[config.mk]
export PLATFORM = sky130hd
export DESIGN_NAME = can_tx_request
export DESIGN_NICKNAME = d
export VERILOG_FILES = /design/src/rtl/can_tx_request_pkg.sv /design/src/rtl/can_tx_request_ctl.sv /design/src/rtl/can_tx_request_dp.sv /design/src/rtl/can_tx_request.sv
export SDC_FILE = /design/constraint.sdc
export NUM_CORES = 1
export LEC_CHECK = 0
export CORE_MARGIN = 2
export CORE_UTILIZATION = 40
export DETAILED_ROUTE_END_ITERATION = 10
export PLACE_DENSITY = 0.74
export SLEW_MARGIN = 20
export SYNTH_ARGS = -nofsm -noshare
export SYNTH_HDL_FRONTEND = slang
export SYNTH_HIERARCHICAL = 1
export SYNTH_SLANG_ARGS = --single-unit
[constraint.sdc]
create_clock -name clk -period 3 [get_ports clk]
set_clock_uncertainty 0.05 [all_clocks]
set_input_delay 0.75 -clock clk [delete_from_list [all_inputs] [get_ports clk]]
set_output_delay 0.75 -clock clk [all_outputs]
set_load 0.005 [all_outputs]
[src/rtl/can_tx_request_pkg.sv]
package can_tx_request_pkg;

  typedef enum logic [1:0] {
    PH_IDLE,
    PH_WAIT,
    PH_ACTIVE,
    PH_ERRHOLD
  } txPhase_t;

  typedef struct packed {
    logic setArm;
    logic clrArm;
    logic setBufEmpty;
    logic setErr;
  } txStrobe_t;

endpackage

[src/rtl/can_tx_request_ctl.sv]
module can_tx_request_ctl
  import can_tx_request_pkg::*;
#(
  parameter int MAX_DATA_BYTES = 8,
  parameter int AUTO_RETX_MAX  = 2,
  localparam int LEN_W = $clog2(MAX_DATA_BYTES + 1)
) (
  input  logic             clk,
  input  logic             rstN,
  input  logic             cpuWrCtl,
  input  logic             cpuStartBit,
  input  logic [LEN_W-1:0] dataLen,
  input  logic             evTxStart,
  input  logic             evArbLost,
  input  logic             evTxErr,
  input  logic             evFrameDone,
  input  logic             busOff,
  output txStrobe_t        strobe,
  output logic             retxReq
);

  localparam logic [LEN_W-1:0] RETX_LIM = LEN_W'(AUTO_RETX_MAX);

  txPhase_t phaseQ, phaseD;
  logic     cancelQ, cancelD;
  logic     retxQ, retxD;
  logic     armReq, cancelAfter, shortFrame;

  // A start write while bus-off is dropped; a start write also withdraws
  // any earlier cancel request.
  assign armReq      = cpuWrCtl & cpuStartBit & ~busOff;
  assign cancelAfter = ~armReq & (cancelQ | (cpuWrCtl & ~cpuStartBit));
  assign shortFrame  = (dataLen <= RETX_LIM);

  always_comb begin
    phaseD  = phaseQ;
    cancelD = 1'b0;
    retxD   = 1'b0;
    strobe  = '0;
    if (busOff) begin
      strobe.clrArm = (phaseQ != PH_IDLE);
      phaseD        = PH_IDLE;
    end else begin
      unique case (phaseQ)
        PH_IDLE: begin
          if (armReq) begin
            strobe.setArm = 1'b1;
            phaseD        = PH_WAIT;
          end
        end
        PH_WAIT: begin
          if (evTxStart) begin
            phaseD  = PH_ACTIVE;
            cancelD = cancelAfter;
          end else if (cancelAfter) begin
            strobe.clrArm = 1'b1;
            phaseD        = PH_IDLE;
          end
        end
        PH_ACTIVE: begin
          if (evFrameDone) begin
            strobe.clrArm      = 1'b1;
            strobe.setBufEmpty = 1'b1;
            if (armReq) begin
              strobe.setArm = 1'b1;
              phaseD        = PH_WAIT;
            end else begin
              phaseD = PH_IDLE;
            end
          end else if (evTxErr) begin
            strobe.setErr = 1'b1;
            if (cancelAfter) begin
              strobe.clrArm = 1'b1;
              phaseD        = PH_IDLE;
            end else if (shortFrame) begin
              retxD  = 1'b1;
              phaseD = PH_WAIT;
            end else begin
              phaseD = PH_ERRHOLD;
            end
          end else if (evArbLost) begin
            if (cancelAfter) begin
              strobe.clrArm = 1'b1;
              phaseD        = PH_IDLE;
            end else begin
              phaseD = PH_WAIT;
            end
          end else begin
            cancelD = cancelAfter;
          end
        end
        PH_ERRHOLD: begin
          if (armReq) begin
            retxD  = 1'b1;
            phaseD = PH_WAIT;
          end else if (cancelAfter) begin
            strobe.clrArm = 1'b1;
            phaseD        = PH_IDLE;
          end
        end
        default: phaseD = PH_IDLE;
      endcase
    end
  end

  always_ff @(posedge clk or negedge rstN) begin
    if (!rstN) begin
      phaseQ  <= PH_IDLE;
      cancelQ <= 1'b0;
      retxQ   <= 1'b0;
    end else begin
      phaseQ  <= phaseD;
      cancelQ <= cancelD;
      retxQ   <= retxD;
    end
  end

  assign retxReq = retxQ;

  // once the frame is on the wire it stays there until an engine event
  a_r3_won_holds: assert property (@(posedge clk) disable iff (!rstN)
    (phaseQ == PH_ACTIVE && !busOff && !evFrameDone && !evTxErr && !evArbLost)
      |=> (phaseQ == PH_ACTIVE));

  // a retransmit pulse always leaves the request waiting for the bus
  a_r7_retx_waits: assert property (@(posedge clk) disable iff (!rstN)
    retxQ |-> (phaseQ == PH_WAIT));

  // bus-off drops the request
  a_r5_busoff_idle: assert property (@(posedge clk) disable iff (!rstN)
    busOff |=> (phaseQ == PH_IDLE && !retxQ));

endmodule

[src/rtl/can_tx_request_dp.sv]
module can_tx_request_dp
  import can_tx_request_pkg::*;
(
  input  logic      clk,
  input  logic      rstN,
  input  txStrobe_t strobe,
  input  logic      cpuWrCtl,
  input  logic      cpuErrBit,
  input  logic      cpuWrData2,
  input  logic      evShiftLoad2,
  output logic      startFlag,
  output logic      txPending,
  output logic      bufEmpty,
  output logic      txErrFlag
);

  logic errClr;
  assign errClr = cpuWrCtl & ~cpuErrBit;

  always_ff @(posedge clk or negedge rstN) begin
    if (!rstN) begin
      startFlag <= 1'b0;
      txPending <= 1'b0;
      bufEmpty  <= 1'b1;
      txErrFlag <= 1'b0;
    end else begin
      // set after clear: a re-arm on completion leaves the flags high
      if (strobe.setArm) begin
        startFlag <= 1'b1;
        txPending <= 1'b1;
      end else if (strobe.clrArm) begin
        startFlag <= 1'b0;
        txPending <= 1'b0;
      end
      if (cpuWrData2) begin
        bufEmpty <= 1'b0;
      end else if (evShiftLoad2 || strobe.setBufEmpty) begin
        bufEmpty <= 1'b1;
      end
      if (strobe.setErr) begin
        txErrFlag <= 1'b1;
      end else if (errClr) begin
        txErrFlag <= 1'b0;
      end
    end
  end

  // shifter load refills the empty flag unless the CPU writes at once
  a_r9_buf_set: assert property (@(posedge clk) disable iff (!rstN)
    (evShiftLoad2 && !cpuWrData2) |=> bufEmpty);

  // a staging write always consumes the empty flag
  a_r9_buf_clr: assert property (@(posedge clk) disable iff (!rstN)
    cpuWrData2 |=> !bufEmpty);

  // an error raised by the control is always visible next cycle
  a_r10_err_set: assert property (@(posedge clk) disable iff (!rstN)
    strobe.setErr |=> txErrFlag);

endmodule

[src/rtl/can_tx_request.sv]
module can_tx_request
  import can_tx_request_pkg::*;
#(
  parameter int MAX_DATA_BYTES = 8,
  parameter int AUTO_RETX_MAX  = 2,
  localparam int LEN_W = $clog2(MAX_DATA_BYTES + 1)
) (
  input  logic             clk,
  input  logic             rstN,
  input  logic             cpuWrCtl,
  input  logic             cpuStartBit,
  input  logic             cpuErrBit,
  input  logic             cpuWrData2,
  input  logic [LEN_W-1:0] dataLen,
  input  logic             evTxStart,
  input  logic             evArbLost,
  input  logic             evTxErr,
  input  logic             evFrameDone,
  input  logic             evShiftLoad2,
  input  logic             busOff,
  output logic             startFlag,
  output logic             txPending,
  output logic             bufEmpty,
  output logic             txErrFlag,
  output logic             retxReq
);

  txStrobe_t strobe;

  can_tx_request_ctl #(
    .MAX_DATA_BYTES(MAX_DATA_BYTES),
    .AUTO_RETX_MAX (AUTO_RETX_MAX)
  ) u_ctl (
    .clk        (clk),
    .rstN       (rstN),
    .cpuWrCtl   (cpuWrCtl),
    .cpuStartBit(cpuStartBit),
    .dataLen    (dataLen),
    .evTxStart  (evTxStart),
    .evArbLost  (evArbLost),
    .evTxErr    (evTxErr),
    .evFrameDone(evFrameDone),
    .busOff     (busOff),
    .strobe     (strobe),
    .retxReq    (retxReq)
  );

  can_tx_request_dp u_dp (
    .clk         (clk),
    .rstN        (rstN),
    .strobe      (strobe),
    .cpuWrCtl    (cpuWrCtl),
    .cpuErrBit   (cpuErrBit),
    .cpuWrData2  (cpuWrData2),
    .evShiftLoad2(evShiftLoad2),
    .startFlag   (startFlag),
    .txPending   (txPending),
    .bufEmpty    (bufEmpty),
    .txErrFlag   (txErrFlag)
  );

  // an accepted start write is visible on both flags next cycle
  a_r2_arm: assert property (@(posedge clk) disable iff (!rstN)
    (cpuWrCtl && cpuStartBit && !busOff) |=> (startFlag && txPending));

  // bus-off leaves nothing pending
  a_r5_busoff_flags: assert property (@(posedge clk) disable iff (!rstN)
    busOff |=> (!startFlag && !txPending));

endmodule

==> results of run 1 <==
-- sequential cells by signal, summed over array words and instances (netlist names) --
register and count:
u_dp/txPending 1, u_ctl/cancelQ 1, u_dp/txErrFlag 1, u_dp/bufEmpty 1, u_ctl/phaseQ 2, u_ctl/retxReq 1
-- critical path, cell delays in order --
cell and delay, ns:
clkdlybuf4s50_1 0.69, nand2b_1 0.23, a21oi_4 0.09, o21bai_1 0.16
a21oi_1 0.15, inv_1 0.06, a21o_1 0.16
-- cells in the mapped netlist --
| master | n | area, µm² |
|---|---|---|
| a211oi_1 | 1 | 7.510 |
| a21o_1 | 3 | 22.52 |
| a21o_2 | 1 | 8.760 |
| a21oi_1 | 7 | 35.03 |
| a21oi_4 | 1 | 16.27 |
| a32o_1 | 1 | 10.01 |
| a32oi_1 | 1 | 8.760 |
| buf_2 | 1 | 5.000 |
| buf_4 | 1 | 7.510 |
| dfrtp_1 | 6 | 150.1 |
| dfstp_2 | 1 | 26.28 |
| ha_1 | 4 | 50.05 |
| inv_1 | 4 | 15.01 |
| nand2_1 | 3 | 11.26 |
| nand2b_1 | 2 | 12.51 |
| nand3_1 | 1 | 5.000 |
| nand3b_1 | 1 | 7.510 |
| nor2_1 | 5 | 18.77 |
| nor2b_1 | 1 | 6.260 |
| nor3_1 | 2 | 10.01 |
| nor4b_1 | 1 | 8.760 |
| nor4b_4 | 1 | 23.77 |
| nor4bb_1 | 1 | 10.01 |
| o21a_1 | 1 | 7.510 |
| o21ai_0 | 3 | 15.01 |
| o21bai_1 | 1 | 7.510 |
| o22ai_1 | 1 | 6.260 |
| o32ai_2 | 1 | 16.27 |
| or2_2 | 1 | 6.260 |
| or2b_2 | 1 | 8.760 |
-- final cells by class --
class,instances,area (µm²),share of cell area
Timing Repair Buffer,20,200.2,0.2572
Tap cell,15,18.77,0.02412
Sequential cell,7,176.4,0.2267
Clock buffer,3,22.52,0.02894
Inverter,4,15.01,0.01929
Multi-Input combinational cell,46,340.3,0.4373
Clock inverter,1,5.005,0.006431
-- power by group --
group          internal [mW]  total [mW]  leakage [nW]  switching [mW]
registers              0.108       0.120        0.0912          0.0114
logic                 0.0811       0.145         0.228          0.0642
clock network         0.0488      0.0865        0.0177          0.0377
total                  0.238       0.352         0.337           0.113
-- cells by family after synthesis --
family,after synthesis,synth area share
compound gates,22,0.2966
simple gates,20,0.2368
buf+inv,6,0.05056
flops,7,0.3241
fa+ha+maj,4,0.09196
-- worst paths after layout --
check	startpoint	to	slack (ns)	cells after the start
min in group asynchronous	rstN	u_ctl/phaseQ[0]	0.72	1
max reg2reg	u_ctl/phaseQ[0]	u_ctl/phaseQ[1]	1.28	6
max in group asynchronous	rstN	u_dp/bufEmpty	1.89	1
max	busOff	u_dp/txPending	0.81	7
min reg2reg	u_dp/txErrFlag	u_dp/txErrFlag	0.42	1
min	u_dp/txErrFlag	u_dp/txErrFlag	0.42	1
-- routing by layer --
metal	wire, µm	share of wire
met1	564	0.44
met4	0	0
met5	0	0
met3	79	0.062
met2	625	0.49
-- through the flow --
| stage | std cells | utilization | instance area [µm²] |
|---|---|---|---|
| 6_report | 96 | 0.6056 | 778.2 |
| 5_1_grt | 96 | 0.6056 | 778.2 |
| 4_1_cts | 96 | 0.6056 | 778.2 |
| 3_5_place_dp | 92 | 0.5842 | 750.7 |
| 3_3_place_gp | 92 | 0.5842 | 750.7 |
| 2_1_floorplan | 59 | - | 544.3 |
==> out/metrics.yaml, run 1 <==
placement:
  routabilityCongestion: 0.8365
  place_ws_ns: 0.6014
  hpwl_um: 986.4
  io_buffer_count: 20
clocking:
  path_clk_slew_ns: 0.05
  cts_buffer_depth: 2
  cts_buffers: 3
  hold_buffers: 0
  post_cts_buffers: 0
  cts_htree_levels: 1
  cts_tree: "yes"
  cts_sinks: 7
  insertion_delay_ns: 0.25
  cts_root_buffer: "clkbuf_4"
  ctsResizeCount: 0
drt:
  drt_first_pass_iters: 4
  vias_per_cell: 5.417
  drc: 0
  antenna_left: 0
  routed_wl_mm: 1.269
  dr_total_vias: 520
  wl_per_cell_um: 13.22
  drt_first_iter_violations: 22
logic_synthesis:
  synth.cell_area_um2: 544.3
  synthDistinctLibCells: 30
  yosysWarnings: 6
  synth_seq_cells: 7
  syn-instance-count: 59
  synthesis.nets: 79
  syn_avg_cell_area_um2: 9.225
  ys_seq_area_frac: 0.3241
worst_hold_path:
  hp-class: "flip-flop to flip-flop"
grt:
  grt_pass1_wl_mm: 1.890
  overflow: 0
  grt_usage: 0.1812
  grt.busiest_layer: "met2"
  use_met1: 0.2040
  met2_usage: 0.3047
  grt_max_degree: 12
  grt_pass1_vias: 459
  use_met3: 0.09783
  antenna_found_initial: 0
setup_path:
  path_max_fanout: 11
  cp_data_required_time_ns: 3.09
  cp-start-kind: "input pin"
  worst_ep_arrival_time_ns: 2.28
  cp-end-kind: "flip-flop"
  worstSetupPathType: "input pin to flip-flop"
die:
  ios: 21
  num_rows: 13
  start_util: 0.4236
  die_area_um2: 1672
  core_um2: 1285
  die_x_um: 40.89
  die_h_um: 40.89
power_and_ir_drop:
  power_density_nw_per_um2: 451.9
  power_uw: 351.7
  peakVddDrop_uv: 230.8
  p_leak_nw: 0.3370
run_status:
  outcome: "complete, no violations"
finish:
  antenna_cells: 0
  layout.cells.most_common: "clkdlybuf4s50_1"
  layout_common_cells: "clkdlybuf4s50_1 (20), a21oi_1 (7), dfrtp_1 (6), nor2_1 (5)"
  drive_gt1_frac: 0.1358
  fillers: 107
  areaGrowthSynthToFinish_pct: 42.99
  nNetsFinal: 102
timing:
  finalSetupViolCount: 0
  slew_headroom: 0.7536
  worst_hold_slack_ns: 0.4243
  period_needed_ns: 2.187
  setup_tns_ns: 0
  fin_ws_ns: 0.8131
  worstMarginPinSlew_ns: 0.3685
  final-max-slew-violation-count: 0
  timing.final.crit_share: 0.7290
  fmax_mhz: 457.3
  hold_violations: 0
  rsz0062_at_grt: "false"
flow_run:
  cap_viol_max_count: 0
(Power assumes the default switching activity.)
==> inputs of run 2 (changes only) <==
CORE_UTILIZATION = 37   (was 40)
PLACE_DENSITY = 0.72   (was 0.74)
clock period = 2 ns   (was 3 ns; I/O delays follow)
==> run 2 against run 1 <==
  * Register-to-register slack worse by 1.0 ns
  * First-iteration DRC count decreased by 73%
  * Non-clock buffer count up 4
  * Hold slack improved by 0.014 ns
  * Highest routed layer is now met4
  * Cell count grew 4.2%
  * Clock power up 48%
  * Combinational power increased by 53%
  * Utilization decreased by 0.058 points
==> out/metrics.yaml, run 2 (same netlist as run 1, synthesis figures left out) <==
run_status:
  outcome: "complete, no violations"  # unchanged
clocking:
  cts_htree_levels: 1  # unchanged
  cts_buffer_depth: 2  # unchanged
  ctsResizeCount: 0  # unchanged
  path_clk_slew_ns: 0.05  # about the same
  hold_buffers: 0  # unchanged
  cts_root_buffer: "clkbuf_4"  # unchanged
  post_cts_buffers: 0  # unchanged
  cts_buffers: 3  # unchanged
  insertion_delay_ns: 0.25  # about the same
  cts_sinks: 7  # unchanged
  cts_tree: "yes"  # unchanged
die:
  die_x_um: 42.36  # was 40.89 µm
  start_util: 0.4081  # was 0.4236
  die_area_um2: 1794  # was 1672 µm²
  num_rows: 13  # unchanged
  ios: 21  # unchanged
  die_h_um: 42.36  # was 40.89 µm
  core_um2: 1334  # was 1285 µm²
timing:
  final-max-slew-violation-count: 0  # unchanged
  hold_violations: 0  # unchanged
  worstMarginPinSlew_ns: 0.3662  # was 0.3685 ns
  finalSetupViolCount: 0  # unchanged
  rsz0062_at_grt: "false"  # unchanged
  slew_headroom: 0.7525  # was 0.7536
  timing.final.crit_share: 0.9070
  worst_hold_slack_ns: 0.4379  # was 0.4243 ns
  fmax_mhz: 551.3
  setup_tns_ns: 0  # unchanged
  period_needed_ns: 1.814
drt:
  routed_wl_mm: 1.318  # was 1.269 mm
  drt_first_pass_iters: 2  # was 4
  wl_per_cell_um: 13.18  # was 13.22 µm
  antenna_left: 0  # unchanged
  vias_per_cell: 5.290  # was 5.417
  dr_total_vias: 529  # was 520
  drt_first_iter_violations: 6  # was 22
  drc: 0  # unchanged
setup_path:
  crit_family: "flip-flops"  # was buffers and inverters
  crit_buf_inv: 1  # was 2
  slowest_stage: "dfstp_2"  # was clkdlybuf4s50_1
  cp_data_required_time_ns: 1.45  # was 3.09 ns
  cp-start-kind: "flip-flop"  # was input pin
  cp_cell_sequence: "clkdlybuf4s50_1"  # was clkdlybuf4s50_1 > nand2b_1 > a21oi_4 > o21bai_1 > a21oi_1 > inv_1 > a21o_1
  cp-end-kind: "output pin"  # was flip-flop
  worstSetupPathType: "flip-flop to output pin"  # was input pin to flip-flop
  path_max_fanout: 2  # was 11
  slowest_delay_ns: 0.53  # was 0.69 ns
  worst_ep_arrival_time_ns: 1.26  # was 2.28 ns
finish:
  layout.cells.most_common: "clkdlybuf4s50_1"  # unchanged
  nNetsFinal: 106  # was 102
  layout_common_cells: "clkdlybuf4s50_1 (20), a21oi_1 (7), dfrtp_1 (6), nor2_1 (5)"  # unchanged
  antenna_cells: 0  # unchanged
  fillers: 119  # was 107
  areaGrowthSynthToFinish_pct: 48.28  # was 42.99%
  drive_gt1_frac: 0.1647  # was 0.1358
  top_register: "u_ctl/phaseQ"  # unchanged
  largest_reg_flops: 2  # unchanged
  final_util: 0.6051  # was 0.6056
placement:
  hpwl_mm: 1.039  # was 986.4 µm
  io_buffer_count: 20  # unchanged
  routabilityCongestion: 0.8564  # was 0.8365
grt:
  grt_usage: 0.1627  # was 0.1812
  grt_pass1_wl_mm: 2.221  # was 1.890 mm
  grt_pass1_vias: 541  # was 459
  antenna_found_initial: 0  # unchanged
  grt_max_degree: 10  # was 12
  overflow: 0  # unchanged
flow_run:
  cap_viol_max_count: 0  # unchanged
power_and_ir_drop:
  power_uw: 528.4  # was 351.7 µW
  peakVddDrop_uv: 374.4  # was 230.8 µV
  p_leak_nw: 0.3528  # was 0.3370 nW
  power_density_nw_per_um2: 654.8  # was 451.9 nW/µm²
worst_hold_path:
  hp-class: "flip-flop to flip-flop"  # unchanged
## run 2: where the power goes
group | switching (mW) | internal, mW | total [mW]
clock network | 0.0518 | 0.0761 | 0.128
registers | 0.0158 | 0.163 | 0.179
logic | 0.0958 | 0.126 | 0.222
## run 2: metrics by stage
step / worst slack (ns) / cell area [µm²] / std cells
floorplan: 0.4805 / 544.3 / 59
global placement: 0.03478 / 780.7 / 96
detailed placement: 0.01328 / 780.7 / 96
CTS: 0.1738 / 807.0 / 100
global route: 0.1133 / 807.0 / 100
finish: 0.1860 / 807.0 / 100
## run 2: final cells by class
| class | instances | area (µm²) | share of cell area |
|---|---|---|---|
| inverters | 4 | 15.01 | 0.01860 |
| repair buffers | 24 | 230.2 | 0.2853 |
| well taps | 15 | 18.77 | 0.02326 |
| clock buffers | 4 | 26.28 | 0.03256 |
| flip-flops and latches | 7 | 176.4 | 0.2186 |
| multi-input cells | 46 | 340.3 | 0.4217 |
## run 2: worst paths after layout
check                           startpoint         endpoint  slack [ns]  cells after the start
min in group asynchronous             rstN  u_ctl/phaseQ[1]        0.46                      1
min                         u_dp/txErrFlag   u_dp/txErrFlag        0.44                      1
min reg2reg                 u_dp/txErrFlag   u_dp/txErrFlag        0.44                      1
max in group asynchronous             rstN    u_dp/bufEmpty        1.16                      1
max                          u_dp/bufEmpty         bufEmpty        0.19                      1
max reg2reg                u_ctl/phaseQ[0]  u_ctl/phaseQ[1]        0.28                      6
## run 2: per-layer routing
layer  wire (µm)  GRT usage  vias up  part of all wire
met4           5    0.09375        0            0.0038
met1         619     0.1905      251              0.47
met2         628     0.2677       12              0.48
met5           0          0        -                 0
li1            -          -      264                 -
met3          65    0.03879        2             0.049
==> inputs of run 3 (changes only) <==
SETUP_SLACK_MARGIN = 0.05   (was default)
==> results of run 3 <==
Final layout, timing and power as in run 2 (identical DEF).
